File: src/rtl/sf_crc_pkg.sv
package sf_crc_pkg;
  localparam int unsigned CRC_W    = 12;
  localparam logic [CRC_W-1:0] CRC_POLY = 12'h80F;
  localparam int unsigned BEC_W    = 8;
  localparam int unsigned WARM_N   = 2;
  localparam int unsigned WARM_W   = $clog2(WARM_N + 1);

  typedef logic [CRC_W-1:0] crc_t;
  typedef logic [BEC_W-1:0] bec_t;

  function automatic crc_t crc_step(crc_t c, logic b);
    logic fb;
    fb = c[CRC_W-1] ^ b;
    return {c[CRC_W-2:0], 1'b0} ^ (fb ? CRC_POLY : '0);
  endfunction
endpackage

File: src/rtl/sf_crc_acc.sv
module sf_crc_acc
  import sf_crc_pkg::*;
(
  input  logic clk_i,
  input  logic rst_ni,
  input  logic clr_i,
  input  logic vld_i,
  input  logic start_i,
  input  logic prot_i,
  input  logic bit_i,
  output crc_t crc_o
);
  crc_t crc_q;

  always_ff @(posedge clk_i or negedge rst_ni) begin
    if (!rst_ni) begin
      crc_q <= '0;
    end else if (clr_i) begin
      crc_q <= '0;
    end else if (vld_i) begin
      if (start_i) crc_q <= prot_i ? crc_step('0, bit_i) : '0;
      else if (prot_i) crc_q <= crc_step(crc_q, bit_i);
    end
  end

  assign crc_o = crc_q;

  AST_IDLE_HOLD: assert property (@(posedge clk_i) disable iff (!rst_ni)
    (!vld_i && !clr_i) |=> $stable(crc_q));
endmodule

File: src/rtl/sf_chk_cap.sv
module sf_chk_cap
  import sf_crc_pkg::*;
(
  input  logic clk_i,
  input  logic rst_ni,
  input  logic clr_i,
  input  logic vld_i,
  input  logic start_i,
  input  logic chk_i,
  input  logic febe_i,
  input  logic bit_i,
  output crc_t sr_o,
  output logic fz_o
);
  crc_t sr_q;
  logic fz_q;
  logic fz_hit;

  assign fz_hit = febe_i & ~bit_i;

  always_ff @(posedge clk_i or negedge rst_ni) begin
    if (!rst_ni) begin
      sr_q <= '0;
      fz_q <= 1'b0;
    end else if (clr_i) begin
      sr_q <= '0;
      fz_q <= 1'b0;
    end else if (vld_i) begin
      if (start_i) begin
        sr_q <= chk_i ? crc_t'(bit_i) : '0;
        fz_q <= fz_hit;
      end else begin
        if (chk_i) sr_q <= {sr_q[CRC_W-2:0], bit_i};
        if (fz_hit) fz_q <= 1'b1;
      end
    end
  end

  assign sr_o = sr_q;
  assign fz_o = fz_q;

  AST_FZ_STICKY: assert property (@(posedge clk_i) disable iff (!rst_ni)
    (fz_q && !clr_i && !(vld_i && start_i)) |=> fz_q);
endmodule

File: src/rtl/sf_bec.sv
module sf_bec
  import sf_crc_pkg::*;
(
  input  logic clk_i,
  input  logic rst_ni,
  input  logic clr_i,
  input  logic dec_i,
  output bec_t cnt_o
);
  bec_t cnt_q;

  always_ff @(posedge clk_i or negedge rst_ni) begin
    if (!rst_ni) cnt_q <= '1;
    else if (clr_i) cnt_q <= '1;
    else if (dec_i && cnt_q != '0) cnt_q <= cnt_q - 1'b1;
  end

  assign cnt_o = cnt_q;

  AST_SINGLE_STEP: assert property (@(posedge clk_i) disable iff (!rst_ni)
    !clr_i |=> (cnt_q == $past(cnt_q) || cnt_q == $past(cnt_q) - 1'b1));
  AST_FLOOR: assert property (@(posedge clk_i) disable iff (!rst_ni)
    (cnt_q == '0 && !clr_i) |=> cnt_q == '0);
  AST_SOFT_INIT: assert property (@(posedge clk_i) disable iff (!rst_ni)
    clr_i |=> cnt_q == '1);
endmodule

File: src/rtl/sf_crc_mon.sv
module sf_crc_mon
  import sf_crc_pkg::*;
(
  input  logic              clk_i,
  input  logic              rst_ni,
  input  logic              soft_rst_i,
  input  logic              tx_vld_i,
  input  logic              tx_sf_start_i,
  input  logic              tx_prot_i,
  input  logic              tx_bit_i,
  output logic [CRC_W-1:0]  tx_crc_o,
  output logic              tx_crc_vld_o,
  input  logic              rx_vld_i,
  input  logic              rx_sf_start_i,
  input  logic              rx_prot_i,
  input  logic              rx_chk_i,
  input  logic              rx_febe_i,
  input  logic              rx_bit_i,
  output logic              febe_o,
  output logic              rx_eval_o,
  output logic [BEC_W-1:0]  bec_o
);
  crc_t tx_acc, rx_acc, chk_sr;
  logic fz;
  logic tx_bnd, rx_bnd, eval_now, mism, dec;

  logic              tx_seen_q, tx_vld_q;
  crc_t              tx_crc_q;
  logic [WARM_W-1:0] warm_q;
  crc_t              prev_q;
  logic              febe_q, eval_q;

  assign tx_bnd = tx_vld_i & tx_sf_start_i;
  assign rx_bnd = rx_vld_i & rx_sf_start_i;

  sf_crc_acc u_tx_acc (
    .clk_i, .rst_ni, .clr_i(soft_rst_i),
    .vld_i(tx_vld_i), .start_i(tx_sf_start_i), .prot_i(tx_prot_i), .bit_i(tx_bit_i),
    .crc_o(tx_acc)
  );

  sf_crc_acc u_rx_acc (
    .clk_i, .rst_ni, .clr_i(soft_rst_i),
    .vld_i(rx_vld_i), .start_i(rx_sf_start_i), .prot_i(rx_prot_i), .bit_i(rx_bit_i),
    .crc_o(rx_acc)
  );

  sf_chk_cap u_cap (
    .clk_i, .rst_ni, .clr_i(soft_rst_i),
    .vld_i(rx_vld_i), .start_i(rx_sf_start_i), .chk_i(rx_chk_i),
    .febe_i(rx_febe_i), .bit_i(rx_bit_i),
    .sr_o(chk_sr), .fz_o(fz)
  );

  // transmit side: publish the finished CRC at each boundary
  always_ff @(posedge clk_i or negedge rst_ni) begin
    if (!rst_ni) begin
      tx_seen_q <= 1'b0;
      tx_vld_q  <= 1'b0;
      tx_crc_q  <= '0;
    end else if (soft_rst_i) begin
      tx_seen_q <= 1'b0;
      tx_vld_q  <= 1'b0;
      tx_crc_q  <= '0;
    end else begin
      tx_vld_q <= tx_bnd & tx_seen_q;
      if (tx_bnd) begin
        tx_seen_q <= 1'b1;
        if (tx_seen_q) tx_crc_q <= tx_acc;
      end
    end
  end

  // receive side: check bits of superframe n cover superframe n-1
  assign eval_now = rx_bnd && (warm_q == WARM_W'(WARM_N));
  assign mism     = (chk_sr != prev_q);
  assign dec      = eval_now & (mism | fz);

  always_ff @(posedge clk_i or negedge rst_ni) begin
    if (!rst_ni) begin
      warm_q <= '0;
      prev_q <= '0;
      febe_q <= 1'b1;
      eval_q <= 1'b0;
    end else if (soft_rst_i) begin
      warm_q <= '0;
      prev_q <= '0;
      febe_q <= 1'b1;
      eval_q <= 1'b0;
    end else begin
      eval_q <= eval_now;
      if (rx_bnd) begin
        prev_q <= rx_acc;
        if (warm_q != WARM_W'(WARM_N)) warm_q <= warm_q + 1'b1;
      end
      if (eval_now) febe_q <= ~mism;
    end
  end

  sf_bec u_bec (
    .clk_i, .rst_ni, .clr_i(soft_rst_i), .dec_i(dec), .cnt_o(bec_o)
  );

  assign tx_crc_o     = tx_crc_q;
  assign tx_crc_vld_o = tx_vld_q;
  assign febe_o       = febe_q;
  assign rx_eval_o    = eval_q;

  AST_TX_HOLD: assert property (@(posedge clk_i) disable iff (!rst_ni)
    (!tx_crc_vld_o && !$past(soft_rst_i)) |-> $stable(tx_crc_o));
  AST_FEBE_HOLD: assert property (@(posedge clk_i) disable iff (!rst_ni)
    (!rx_eval_o && !$past(soft_rst_i)) |-> $stable(febe_o));
  AST_BEC_ON_EVAL: assert property (@(posedge clk_i) disable iff (!rst_ni)
    ((bec_o != $past(bec_o)) && !$past(soft_rst_i)) |-> rx_eval_o);
  AST_SOFT_OUTS: assert property (@(posedge clk_i) disable iff (!rst_ni)
    soft_rst_i |=> (febe_o && !rx_eval_o && !tx_crc_vld_o && tx_crc_o == '0));
endmodule

File: config.mk
export PLATFORM = sky130hd
export DESIGN_NAME = sf_crc_mon
export DESIGN_NICKNAME = d
export VERILOG_FILES = /design/src/rtl/sf_crc_pkg.sv /design/src/rtl/sf_crc_acc.sv /design/src/rtl/sf_chk_cap.sv /design/src/rtl/sf_bec.sv /design/src/rtl/sf_crc_mon.sv
export SDC_FILE = /design/constraint.sdc
export NUM_CORES = 1
export LEC_CHECK = 0
export BUFFER_PORTS_ARGS = -buffer_cell sky130_fd_sc_hd__buf_2
export CORE_UTILIZATION = 35
export CTS_BUF_LIST = sky130_fd_sc_hd__clkbuf_4
export CTS_CLUSTER_SIZE = 20
export DETAILED_ROUTE_END_ITERATION = 12
export PLACE_DENSITY = 0.63
export SLEW_MARGIN = 20
export SYNTH_ARGS = -nofsm -noshare
export SYNTH_HDL_FRONTEND = slang
export SYNTH_HIERARCHICAL = 1
export SYNTH_SLANG_ARGS = --single-unit
File: constraint.sdc
create_clock -name clk_i -period 3.15 [get_ports clk_i]
set_clock_uncertainty 0.1 [all_clocks]
set_input_delay 0.7875 -clock clk_i [delete_from_list [all_inputs] [get_ports clk_i]]
set_output_delay 0.7875 -clock clk_i [all_outputs]
set_load 0.02 [all_outputs]
==> impl_metrics.xml, run 1 <==
<?xml version="1.0" encoding="UTF-8"?>
<metrics>
  <group name="floorplan">
    <metric name="start_util" unit="%">36.5</metric>
    <metric name="core_ar" unit="um^2">11000</metric>
    <metric name="ioPinCount" unit="">36</metric>
    <metric name="die_area" unit="um^2">11900</metric>
    <metric name="die_height" unit="um">109</metric>
    <metric name="die_w" unit="um">109</metric>
    <metric name="rows" unit="">38</metric>
  </group>
  <group name="synthesis">
    <metric name="synth.lib_cells_used.distinct" unit="">51</metric>
    <metric name="ys_ff_latch" unit="">75</metric>
    <metric name="synth.largest_area_cell" unit="">sky130_fd_sc_hd__dfrtp_1</metric>
    <metric name="synthesized_area_divided_by_synthesized_cell_count" unit="um^2">10.4</metric>
    <metric name="synth_async_sr_flop_share" unit="%">100</metric>
    <metric name="synth_enable_flop_cells" unit="">0</metric>
    <metric name="synthFlopType" unit="">sky130_fd_sc_hd__dfrtp_1</metric>
    <metric name="synthesis.instances" unit="">384</metric>
    <metric name="sequential_share_of_the_synthesized_area" unit="%">47.1</metric>
    <metric name="post_synth_instance_area" unit="um^2">4010</metric>
    <metric name="syn_warnings" unit="">6</metric>
    <metric name="synth_largest_type_area_fraction" unit="%">41.2</metric>
    <metric name="synth_top_cells_by_area" unit="">sky130_fd_sc_hd__dfrtp_1 (41%), sky130_fd_sc_hd__nand2b_1 (5.9%), sky130_fd_sc_hd__dfstp_2 (5.9%)</metric>
    <metric name="synth_nets" unit="">400</metric>
  </group>
  <group name="place">
    <metric name="detailed_place_hpwl" unit="mm">5.36</metric>
    <metric name="replace_congestion" unit="">0.756</metric>
    <metric name="port-buffer-count" unit="">35</metric>
    <metric name="placement.cell_area" unit="um^2">4250</metric>
  </group>
  <group name="timing">
    <metric name="relSlewSlack" unit="%">35.9</metric>
    <metric name="fin_crit_sh" unit="%">73.2</metric>
    <metric name="timing_hold_violations_final" unit="">0</metric>
    <metric name="fmax" unit="MHz">434</metric>
    <metric name="fin_setup_tns" unit="ns">0</metric>
    <metric name="setup_viol" unit="">0</metric>
    <metric name="slew_violations" unit="">0</metric>
    <metric name="max_slew.worst_pin.slew" unit="ns">0.961</metric>
    <metric name="rsz0062_at_grt" unit="">false</metric>
    <metric name="finalCriticalPeriod" unit="ns">2.31</metric>
  </group>
  <group name="flow_run">
    <metric name="cap_violations" unit="">0</metric>
  </group>
  <group name="route">
    <metric name="route.detailed.drc" unit="">0</metric>
    <metric name="drt_pre_antenna_iters" unit="">4</metric>
    <metric name="num_vias" unit="">2955</metric>
    <metric name="antenna_nets_post_route" unit="">0</metric>
    <metric name="wire_per_inst" unit="um">15.2</metric>
    <metric name="initialDrtViolationCount" unit="">207</metric>
    <metric name="viasPerCell" unit="">5.31</metric>
    <metric name="drt-total-wl" unit="mm">8.46</metric>
  </group>
  <group name="worst_setup_path">
    <metric name="end_kind" unit="">flip-flop</metric>
    <metric name="worst-path-max-fanout" unit="">5</metric>
    <metric name="cp-start-kind" unit="">flip-flop</metric>
    <metric name="path_buf_inv" unit="">1</metric>
    <metric name="cp_data_required_time" unit="ns">3.42</metric>
    <metric name="timing.critical_path.max_delay_family" unit="">simple AND/OR/NAND/NOR gates</metric>
    <metric name="critPathMaxStageDelay" unit="ns">0.43</metric>
    <metric name="crit_path_top_delay_cell" unit="">sky130_fd_sc_hd__or3b_1</metric>
    <metric name="worst-setup-path-type" unit="">flip-flop to flip-flop</metric>
    <metric name="arrival" unit="ns">2.58</metric>
    <metric name="timing.critical_path.cells" unit="">inv_1, ha_1, nand2_1, nor2_1, or3b_1, nor4_1, mux2i_1</metric>
  </group>
  <group name="global_route">
    <metric name="overflow" unit="">0</metric>
    <metric name="grt_first_pass_wirelength" unit="mm">14.3</metric>
    <metric name="grtUsageTotal" unit="%">15.5</metric>
    <metric name="number_of_global_route_vias_before_repair" unit="">2881</metric>
    <metric name="initial_antenna_violation_count" unit="">1</metric>
    <metric name="grt_max_degree" unit="">76</metric>
  </group>
  <group name="clocking">
    <metric name="cts_buffer_depth" unit="">2</metric>
    <metric name="cts_resized" unit="">0</metric>
    <metric name="cts_htree_levels" unit="">3</metric>
    <metric name="cts-hold-fix-buffers" unit="">0</metric>
    <metric name="clock_sink_count" unit="">75</metric>
    <metric name="cts-root-buf" unit="">sky130_fd_sc_hd__clkbuf_4</metric>
    <metric name="post_cts_buffers" unit="">0</metric>
    <metric name="clock_insertion_delay_worst_skew" unit="ns">0.44</metric>
    <metric name="cts_buffers" unit="">9</metric>
    <metric name="cts.reportedPaths.clkPinSlew" unit="ns">0.12</metric>
    <metric name="tritoncts" unit="">done</metric>
  </group>
  <group name="cells_and_area">
    <metric name="num-fill-cells" unit="">1083</metric>
    <metric name="num-nets-final" unit="">427</metric>
    <metric name="post-route-cell-area" unit="um^2">4390</metric>
    <metric name="layout_cell_share_with_drive_strength_beyond_1" unit="%">20.9</metric>
    <metric name="synthToLayoutAreaGrowth" unit="%">9.39</metric>
  </group>
  <group name="pwr">
    <metric name="power_density" unit="nW/um^2">398</metric>
    <metric name="static_leakage_power" unit="nW">1.73</metric>
    <metric name="irDropWorstVdd" unit="V">0.000149</metric>
  </group>
  <group name="status">
    <metric name="outcome" unit="">finished clean</metric>
  </group>
  <group name="hold_path">
    <metric name="holdCritPathClass" unit="">input port to asynchronous set/reset pin</metric>
  </group>
</metrics>
-- final timing paths --
path	start	endpoint	slack [ns]	cells past startpoint
min in group clk_i	tx_crc_o[0]$_DFFE_PN0P_	tx_crc_o[0]$_DFFE_PN0P_	0.41	1
max reg2reg	warm_q[0]$_DFFE_PN0P_	u_bec/cnt_o[7]$_DFFE_PN1P_	0.84	7
max in group asynchronous	rst_ni	tx_crc_o[1]$_DFFE_PN0P_	1.93	1
min	rst_ni	u_rx_acc/crc_o[1]$_DFFE_PN0P_	0.37	1
max	warm_q[0]$_DFFE_PN0P_	u_bec/cnt_o[7]$_DFFE_PN1P_	0.84	7
min reg2reg	tx_crc_o[0]$_DFFE_PN0P_	tx_crc_o[0]$_DFFE_PN0P_	0.41	1
-- metrics by stage --
step / total power [mW] / cells / worst slack (ns) / hold slack [ns] / utilization, %
3_5_place_dp: 1.16 / 540 / 0.399 / 0.377 / 38.7
3_3_place_gp: 1.15 / 540 / 0.459 / 0.379 / 38.7
5_1_grt: 1.83 / 557 / 0.659 / 0.432 / 39.9
6_report: 1.75 / 557 / 0.843 / 0.374 / 39.9
2_1_floorplan: 1.10 / 384 / 0.794 / 0.387 / -
4_1_cts: 1.76 / 556 / 0.840 / 0.409 / 39.9
-- state kept, by name, indices dropped and copies added, names as in the netlist --
register and count:
u_tx_acc/crc_o 12, tx_crc_o 12, u_cap/sr_o 12, u_rx_acc/crc_o 12, febe_o 1, rx_eval_o 1
warm_q 2, tx_seen_q 1, tx_crc_vld_o 1, prev_q 12, u_cap/fz_o 1, u_bec/cnt_o 8
-- synthesized netlist by cell type (all sizes together), types with 2 or more instances --
cell / instances
buf: 21
nor2b: 2
nor2: 12
and2b: 2
o21ai: 5
ha: 3
nor4: 5
a22o: 14
a21o: 16
o31ai: 4
o32ai: 2
a21oi: 33
a32o: 6
xnor2: 12
a221oi: 9
inv: 9
mux2i: 3
or4: 2
xor2: 4
nand3: 26
a221o: 2
a21bo: 10
dfstp: 9
dfrtp: 66
nand2b: 40
or4b: 2
nand4: 3
nand2: 27
or3: 9
or2: 3
o21a: 3
nand3b: 10
-- power by group --
part	internal [mW]	switching [mW]	total [mW]
combinational	0.0486	0.103	0.152
sequential	0.976	0.0123	0.988
clock	0.275	0.331	0.607
-- per-layer routing --
metal	vias to the layer above	global-route usage, %	share of wire (%)
met3	8	2.93	2.8
met2	41	23.8	45
li1	1445	-	-
met4	0	6.95	1.5
met5	-	0	0
met1	1461	21.3	50
-- final cells by class --
type	count	area, um^2	area share [%]
Clock inverter	3	38.8	0.884
Clock buffer	13	97.6	2.22
Tap cell	140	175	3.99
Antenna cell	1	2.50	0.0570
Timing Repair Buffer	38	213	4.85
Inverter	9	33.8	0.770
Multi-Input combinational cell	278	1940	44.2
Sequential cell	75	1890	43.0
-- worst register-to-register path, stage by stage, from the launching register on --
cell and delay [ns]:
sky130_fd_sc_hd__dfrtp_1 0.41, sky130_fd_sc_hd__inv_1 0.06, sky130_fd_sc_hd__ha_1 0.21, sky130_fd_sc_hd__nand2_1 0.16, sky130_fd_sc_hd__nor2_1 0.35, sky130_fd_sc_hd__or3b_1 0.43
sky130_fd_sc_hd__nor4_1 0.30, sky130_fd_sc_hd__mux2i_1 0.22
-- cells in the final DEF (no fill, tap or decap), types with 11 or more instances in the layout --
| master | n |
|---|---|
| sky130_fd_sc_hd__dfrtp_1 | 66 |
| sky130_fd_sc_hd__nand2b_1 | 38 |
| sky130_fd_sc_hd__buf_2 | 34 |
| sky130_fd_sc_hd__a21oi_1 | 33 |
| sky130_fd_sc_hd__nand2_1 | 27 |
| sky130_fd_sc_hd__nand3_1 | 24 |
| sky130_fd_sc_hd__a21o_1 | 16 |
| sky130_fd_sc_hd__a22o_1 | 14 |
| sky130_fd_sc_hd__clkbuf_4 | 13 |
| sky130_fd_sc_hd__xnor2_1 | 12 |
| sky130_fd_sc_hd__nor2_1 | 11 |
-- cells by family after synthesis --
logic type      after synthesis  synth area share [%]
flops                        75                  47.1
simple gates                149                  21.6
buf+inv                      31                  4.59
xor+xnor                     16                  3.49
fa+ha+maj                     3                 0.936
mux                           3                 0.749
compound gates              107                  21.6
(Power assumes the default switching activity.)
==> run 2: changes to the inputs <==
--- a/config.mk
+++ b/config.mk
@@ -10,7 +10,7 @@
 export CTS_BUF_LIST = sky130_fd_sc_hd__clkbuf_4
 export CTS_CLUSTER_SIZE = 20
 export DETAILED_ROUTE_END_ITERATION = 12
-export PLACE_DENSITY = 0.63
+export PLACE_DENSITY = 0.65
 export SLEW_MARGIN = 20
 export SYNTH_ARGS = -nofsm -noshare
 export SYNTH_HDL_FRONTEND = slang
==> constraint.sdc (replaced) <==
create_clock -name clk_i -period 2 [get_ports clk_i]
set_clock_uncertainty 0.1 [all_clocks]
set_input_delay 0.5 -clock clk_i [delete_from_list [all_inputs] [get_ports clk_i]]
set_output_delay 0.5 -clock clk_i [all_outputs]
set_load 0.02 [all_outputs]
==> run 2 against run 1 <==
  * Final cell count grew 4.3%
  * Fmax grew 16%
  * Power grew 60%
  * Sequential cell count is the same
  * Design area grew 6.0%
==> impl_metrics.xml, run 2 (synthesized netlist as in run 1, its figures left out) <==
<?xml version="1.0" encoding="UTF-8"?>
<metrics>
  <group name="hold_path">
    <metric name="hold_path_end" unit="">u_cap/fz_o$_DFFE_PN0P_</metric>
    <metric name="holdCritPathClass" unit="">input port to flip-flop</metric>
    <metric name="timing.hold.worst.start" unit="">rx_febe_i</metric>
    <metric name="worstHoldPathCells" unit="">3</metric>
  </group>
  <group name="global_route">
    <metric name="grtUsageTotal" unit="%">15.8</metric>
    <metric name="grt_first_pass_wirelength" unit="mm">14.6</metric>
    <metric name="overflow" unit="">0</metric>
    <metric name="initial_antenna_violation_count" unit="">0</metric>
    <metric name="number_of_global_route_vias_before_repair" unit="">2969</metric>
    <metric name="grt_max_degree" unit="">50</metric>
  </group>
  <group name="route">
    <metric name="num_vias" unit="">3125</metric>
    <metric name="antenna_nets_post_route" unit="">0</metric>
    <metric name="route.detailed.drc" unit="">0</metric>
    <metric name="drt-total-wl" unit="mm">8.72</metric>
    <metric name="viasPerCell" unit="">5.38</metric>
    <metric name="initialDrtViolationCount" unit="">130</metric>
    <metric name="wire_per_inst" unit="um">15.0</metric>
    <metric name="drt_pre_antenna_iters" unit="">4</metric>
  </group>
  <group name="place">
    <metric name="post-place-ws" unit="ns">-0.103</metric>
    <metric name="port-buffer-count" unit="">35</metric>
    <metric name="detailed_place_hpwl" unit="mm">5.71</metric>
    <metric name="replace_congestion" unit="">0.823</metric>
  </group>
  <group name="worst_setup_path">
    <metric name="arrival" unit="ns">2.28</metric>
    <metric name="cp_data_required_time" unit="ns">2.29</metric>
    <metric name="timing.rr.end" unit="">u_bec/cnt_o[5]$_DFFE_PN1P_</metric>
    <metric name="cp-start-kind" unit="">flip-flop</metric>
    <metric name="reg_to_reg_startpoint" unit="">prev_q[8]$_DFFE_PN0P_</metric>
    <metric name="end_kind" unit="">flip-flop</metric>
    <metric name="regToRegSetupSlack" unit="ns">0.01</metric>
    <metric name="ff2ff_path_depth" unit="">7</metric>
    <metric name="worst-path-max-fanout" unit="">3</metric>
    <metric name="worst-setup-path-type" unit="">flip-flop to flip-flop</metric>
  </group>
  <group name="timing">
    <metric name="fmax" unit="MHz">503</metric>
    <metric name="fin_crit_sh" unit="%">99.5</metric>
    <metric name="timing_hold_violations_final" unit="">0</metric>
    <metric name="relSlewSlack" unit="%">45.3</metric>
    <metric name="setup_viol" unit="">0</metric>
    <metric name="finalCriticalPeriod" unit="ns">1.99</metric>
    <metric name="slew_violations" unit="">0</metric>
    <metric name="rsz0062_at_grt" unit="">true</metric>
    <metric name="setup_slack" unit="ns">0.0105</metric>
    <metric name="max_slew.worst_pin.slew" unit="ns">0.809</metric>
  </group>
  <group name="floorplan">
    <metric name="core_ar" unit="um^2">11000</metric>
    <metric name="die_w" unit="um">109</metric>
    <metric name="ioPinCount" unit="">36</metric>
    <metric name="die_height" unit="um">109</metric>
    <metric name="start_util" unit="%">36.5</metric>
    <metric name="die_area" unit="um^2">11900</metric>
    <metric name="rows" unit="">38</metric>
  </group>
  <group name="cells_and_area">
    <metric name="mostFrequentLayoutCells" unit="">sky130_fd_sc_hd__dfrtp_1 (66), sky130_fd_sc_hd__nand2b_1 (38), sky130_fd_sc_hd__buf_2 (34)</metric>
    <metric name="num-fill-cells" unit="">1069</metric>
    <metric name="layout_commonest_cell" unit="">sky130_fd_sc_hd__dfrtp_1</metric>
    <metric name="synthToLayoutAreaGrowth" unit="%">16.0</metric>
    <metric name="layout_cell_share_with_drive_strength_beyond_1" unit="%">27.2</metric>
    <metric name="antennaDiodeCount" unit="">0</metric>
    <metric name="num-nets-final" unit="">452</metric>
    <metric name="final_core_util" unit="%">42.3</metric>
  </group>
  <group name="pwr">
    <metric name="static_leakage_power" unit="nW">1.87</metric>
    <metric name="power_density" unit="nW/um^2">601</metric>
    <metric name="irDropWorstVdd" unit="V">0.000465</metric>
  </group>
  <group name="clocking">
    <metric name="cts_htree_levels" unit="">3</metric>
    <metric name="cts-root-buf" unit="">sky130_fd_sc_hd__clkbuf_4</metric>
    <metric name="clock_insertion_delay_worst_skew" unit="ns">0.45</metric>
    <metric name="cts_buffers" unit="">9</metric>
    <metric name="cts_buffer_depth" unit="">2</metric>
    <metric name="tritoncts" unit="">done</metric>
    <metric name="clock_sink_count" unit="">75</metric>
    <metric name="cts.reportedPaths.clkPinSlew" unit="ns">0.14</metric>
  </group>
  <group name="status">
    <metric name="outcome" unit="">finished clean</metric>
  </group>
  <group name="flow_run">
    <metric name="cap_violations" unit="">0</metric>
  </group>
</metrics>
run 2: changes by cell type in the layout (fill, tap and decap cells not counted), sizes merged:
cell and change:
clkinvlp +1, buf +24, clkbuf -4, diode -1, clkinv +1, inv +2
dlygate4sd3 +1
run 2: what timing repair did:
item / in CTS / in global routing
setup buffers: 0 / 4
resized for setup: 2 / 10
hold endpoints to repair: 12 / 0
hold buffers: 1 / 0
pin swaps: 0 / 7
endpoints found under the setup margin: 3 / 6
run 2: metal layers:
layer | global-route usage, % | up-vias | wire [um]
li1 | - | 1497 | -
met1 | 20.5 | 1569 | 4090
met2 | 25.7 | 55 | 4210
met3 | 5.38 | 4 | 371
met4 | 2.61 | 0 | 54
met5 | 0 | - | 0
run 2: final cells by class:
cell class                 count  area [um^2]  area share (%)
sequential                    75         1890            40.6
clock buffer                   9         67.6            1.45
clock inverter                 7         76.3            1.64
multi-input combinational    278         2000            43.1
tap                          140          175            3.77
timing repair buffer          63          407            8.74
inverter                       9         33.8           0.726
run 2: worst max path at each step:
stage | startpoint | endpoint | slack (ns) | cells after the start
floorplan | rx_vld_i | u_bec/cnt_o[7]$_DFFE_PN1P_ | 0.03 | 6
global placement | rx_vld_i | u_bec/cnt_o[7]$_DFFE_PN1P_ | -0.07 | 7
detailed placement | rx_vld_i | u_bec/cnt_o[7]$_DFFE_PN1P_ | -0.10 | 7
CTS | prev_q[1]$_DFFE_PN0P_ | u_bec/cnt_o[4]$_DFFE_PN1P_ | 0.02 | 9
global route | prev_q[8]$_DFFE_PN0P_ | u_bec/cnt_o[5]$_DFFE_PN1P_ | -0.05 | 7
finish | prev_q[8]$_DFFE_PN0P_ | u_bec/cnt_o[5]$_DFFE_PN1P_ | 0.01 | 7
run 2: through the flow:
step	power, mW	hold WS (ns)	cells	TNS [ns]	area (um^2)
after floorplan	1.74	0.104	384	0	4020
after global placement	1.83	0.324	560	-0.0896	4410
after detailed placement	1.84	0.331	560	-0.185	4410
after CTS	2.83	0.198	577	0	4570
after global routing	2.93	0.205	581	-0.176	4650
final	2.80	0.224	581	0	4650
run 2: power by group:
group | switching (mW) | internal (mW)
clock | 0.586 | 0.389
combinational | 0.171 | 0.0914
sequential | 0.0204 | 1.54
run 2: critical path: stages, from the launching register on:
cell                       delay, ns
sky130_fd_sc_hd__dfrtp_1        0.42
sky130_fd_sc_hd__xnor2_1        0.13
sky130_fd_sc_hd__nand4_1        0.21
sky130_fd_sc_hd__nor4_4         0.09
sky130_fd_sc_hd__nor2_4         0.11
sky130_fd_sc_hd__or3b_4         0.42
sky130_fd_sc_hd__a2111o_1       0.37
sky130_fd_sc_hd__nand3_1        0.09
==> run 3: changes to the inputs <==
--- a/config.mk
+++ b/config.mk
@@ -6,11 +6,13 @@
 export NUM_CORES = 1
 export LEC_CHECK = 0
 export BUFFER_PORTS_ARGS = -buffer_cell sky130_fd_sc_hd__buf_2
+export CELL_PAD_IN_SITES_DETAIL_PLACEMENT = 1
+export CELL_PAD_IN_SITES_GLOBAL_PLACEMENT = 1
 export CORE_UTILIZATION = 35
 export CTS_BUF_LIST = sky130_fd_sc_hd__clkbuf_4
 export CTS_CLUSTER_SIZE = 20
 export DETAILED_ROUTE_END_ITERATION = 12
-export PLACE_DENSITY = 0.65
+export PLACE_DENSITY = 0.76
 export SLEW_MARGIN = 20
 export SYNTH_ARGS = -nofsm -noshare
 export SYNTH_HDL_FRONTEND = slang
==> run 3 against run 2 <==
  * Register-to-register slack hardly changed
  * Non-clock buffer count fell by 4
  * Global-route usage grew 1.1 points
  * Setup slack better by 0.0060 ns
  * First-iteration DRC count increased by 32%
  * Sequential share of layout area is 0.36 points higher
  * Power decreased by 5.1%
  * Design area is 0.81% lower
==> impl_metrics.xml, run 3 (synthesized netlist as in run 1, its figures left out) <==
<?xml version="1.0" encoding="UTF-8"?>
<metrics>
  <group name="status">
    <metric name="outcome" unit="">finished clean</metric>
  </group>
  <group name="timing">
    <metric name="slew_violations" unit="">0</metric>
    <metric name="finalCriticalPeriod" unit="ns">1.98</metric>
    <metric name="relSlewSlack" unit="%">47.5</metric>
    <metric name="fin_setup_tns" unit="ns">0</metric>
    <metric name="max_slew.worst_pin.slew" unit="ns">0.776</metric>
    <metric name="timing_hold_violations_final" unit="">0</metric>
    <metric name="rsz0062_at_grt" unit="">true</metric>
    <metric name="setup_viol" unit="">0</metric>
    <metric name="fin_crit_sh" unit="%">99.2</metric>
    <metric name="fmax" unit="MHz">504</metric>
  </group>
  <group name="global_route">
    <metric name="overflow" unit="">0</metric>
    <metric name="number_of_global_route_vias_before_repair" unit="">3137</metric>
    <metric name="grtUsageTotal" unit="%">16.9</metric>
    <metric name="grt_max_degree" unit="">76</metric>
    <metric name="grt_first_pass_wirelength" unit="mm">15.5</metric>
    <metric name="initial_antenna_violation_count" unit="">0</metric>
  </group>
  <group name="floorplan">
    <metric name="core_ar" unit="um^2">11000</metric>
    <metric name="die_w" unit="um">109</metric>
    <metric name="start_util" unit="%">36.5</metric>
    <metric name="die_area" unit="um^2">11900</metric>
    <metric name="rows" unit="">38</metric>
    <metric name="ioPinCount" unit="">36</metric>
    <metric name="die_height" unit="um">109</metric>
  </group>
  <group name="hold_path">
    <metric name="timing.hold.worst.start" unit="">rx_febe_i</metric>
    <metric name="hold_path_end" unit="">u_cap/fz_o$_DFFE_PN0P_</metric>
    <metric name="worstHoldPathCells" unit="">3</metric>
    <metric name="holdCritPathClass" unit="">input port to flip-flop</metric>
  </group>
  <group name="route">
    <metric name="viasPerCell" unit="">5.31</metric>
    <metric name="num_vias" unit="">3066</metric>
    <metric name="route.detailed.drc" unit="">0</metric>
    <metric name="antenna_nets_post_route" unit="">0</metric>
    <metric name="drt_pre_antenna_iters" unit="">5</metric>
    <metric name="drt-total-wl" unit="mm">9.44</metric>
    <metric name="wire_per_inst" unit="um">16.4</metric>
    <metric name="initialDrtViolationCount" unit="">172</metric>
  </group>
  <group name="worst_setup_path">
    <metric name="reg_to_reg_startpoint" unit="">u_cap/sr_o[7]$_DFFE_PN0P_</metric>
    <metric name="crit_path_top_delay_cell" unit="">sky130_fd_sc_hd__dfrtp_2</metric>
    <metric name="timing.rr.end" unit="">u_bec/cnt_o[5]$_DFFE_PN1P_</metric>
    <metric name="critPathMaxStageDelay" unit="ns">0.46</metric>
    <metric name="worst-setup-path-type" unit="">flip-flop to flip-flop</metric>
    <metric name="regToRegSetupSlack" unit="ns">0.02</metric>
    <metric name="end_kind" unit="">flip-flop</metric>
    <metric name="cp_data_required_time" unit="ns">2.30</metric>
    <metric name="timing.critical_path.cells" unit="">xnor2_2, nand4_1, nor4_4, nor2_4, or3b_4, a2111o_1, nand3_2</metric>
    <metric name="ff2ff_path_depth" unit="">7</metric>
    <metric name="arrival" unit="ns">2.28</metric>
    <metric name="cp-start-kind" unit="">flip-flop</metric>
    <metric name="worst-path-max-fanout" unit="">4</metric>
  </group>
  <group name="cells_and_area">
    <metric name="antennaDiodeCount" unit="">0</metric>
    <metric name="synthToLayoutAreaGrowth" unit="%">15.0</metric>
    <metric name="post-route-cell-area" unit="um^2">4610</metric>
    <metric name="num-nets-final" unit="">448</metric>
    <metric name="layout_cell_share_with_drive_strength_beyond_1" unit="%">27.0</metric>
    <metric name="layout_commonest_cell" unit="">sky130_fd_sc_hd__dfrtp_1</metric>
    <metric name="final_core_util" unit="%">42.0</metric>
    <metric name="mostFrequentLayoutCells" unit="">sky130_fd_sc_hd__dfrtp_1 (65), sky130_fd_sc_hd__nand2b_1 (38), sky130_fd_sc_hd__buf_2 (33)</metric>
    <metric name="num-fill-cells" unit="">1230</metric>
  </group>
  <group name="clocking">
    <metric name="clock_insertion_delay_worst_skew" unit="ns">0.45</metric>
    <metric name="cts_buffers" unit="">9</metric>
    <metric name="cts.reportedPaths.clkPinSlew" unit="ns">0.12</metric>
    <metric name="clock_sink_count" unit="">75</metric>
    <metric name="cts_htree_levels" unit="">3</metric>
    <metric name="cts-root-buf" unit="">sky130_fd_sc_hd__clkbuf_4</metric>
    <metric name="cts_buffer_depth" unit="">2</metric>
    <metric name="tritoncts" unit="">done</metric>
  </group>
  <group name="place">
    <metric name="replace_congestion" unit="">0.754</metric>
    <metric name="port-buffer-count" unit="">35</metric>
    <metric name="placement.cell_area" unit="um^2">4400</metric>
    <metric name="detailed_place_hpwl" unit="mm">6.04</metric>
  </group>
  <group name="flow_run">
    <metric name="cap_violations" unit="">0</metric>
  </group>
  <group name="pwr">
    <metric name="irDropWorstVdd" unit="V">0.000222</metric>
    <metric name="static_leakage_power" unit="nW">1.84</metric>
    <metric name="power_density" unit="nW/um^2">575</metric>
  </group>
</metrics>
-- run 3: report_power, final --
group	leakage (nW)	switching, mW	internal [mW]
clock network	0.0573	0.572	0.256
registers	1.01	0.0200	1.54
logic	0.771	0.173	0.0945
-- run 3: routing by layer --
layer  wire length, um  share of wire (%)  up-vias  track usage [%]
met4                85               0.90        0             5.02
met5                 0                  0        -                0
met3               218                2.3       10             4.66
met2              4590                 49       29             27.5
met1              4550                 48     1543             21.8
li1                  -                  -     1484                -
-- run 3: per-stage QoR --
stage	power, mW	std cells	worst slack (ns)	hold WS (ns)
floorplan	1.74	384	0.0280	0.104
global placement	1.83	557	-0.0938	0.379
detailed placement	1.84	557	-0.131	0.381
CTS	2.65	574	0.00613	0.193
global route	2.77	577	-0.0762	0.195
finish	2.65	577	0.0165	0.201
-- run 3: how the worst max path moves through the flow --
stage / start / cells after the start / slack [ns] / to
finish: u_cap/sr_o[7]$_DFFE_PN0P_ / 7 / 0.02 / u_bec/cnt_o[5]$_DFFE_PN1P_
global route: prev_q[0]$_DFFE_PN0P_ / 9 / -0.08 / u_bec/cnt_o[6]$_DFFE_PN1P_
CTS: u_cap/sr_o[7]$_DFFE_PN0P_ / 7 / 0.006 / u_bec/cnt_o[3]$_DFFE_PN1P_
detailed placement: rx_sf_start_i / 7 / -0.13 / u_bec/cnt_o[7]$_DFFE_PN1P_
global placement: rx_vld_i / 7 / -0.09 / u_bec/cnt_o[7]$_DFFE_PN1P_
floorplan: rx_vld_i / 6 / 0.03 / u_bec/cnt_o[7]$_DFFE_PN1P_
-- run 3: worst max-delay path: cells and delay by family (launching register included) --
family,cells,cell delay (ns)
flip-flops,1,0.46
AND/OR/NAND/NOR,5,0.86
AO/OA/AOI/OAI,1,0.37
XOR/XNOR,1,0.14
-- run 3: timing repair --
| item | 4_1_cts | 5_1_grt |
|---|---|---|
| hold buffers | 1 | 0 |
| buffers inserted | 0 | 3 |
| endpoints found under the setup margin | 3 | 7 |
| pin swaps | 0 | 10 |
| hold endpoints to repair | 66 | 0 |
| gates resized for setup | 2 | 15 |
| cloned | 0 | 0 |
-- run 3: area by class of cell --
type	count	area [um^2]	share of cell area, %
multi-input cells	278	2020	43.7
flip-flops and latches	75	1890	41.0
repair buffers	59	392	8.49
well taps	140	175	3.80
clock buffers	10	75.1	1.63
inverters	9	33.8	0.732
clock inverters	6	32.5	0.705
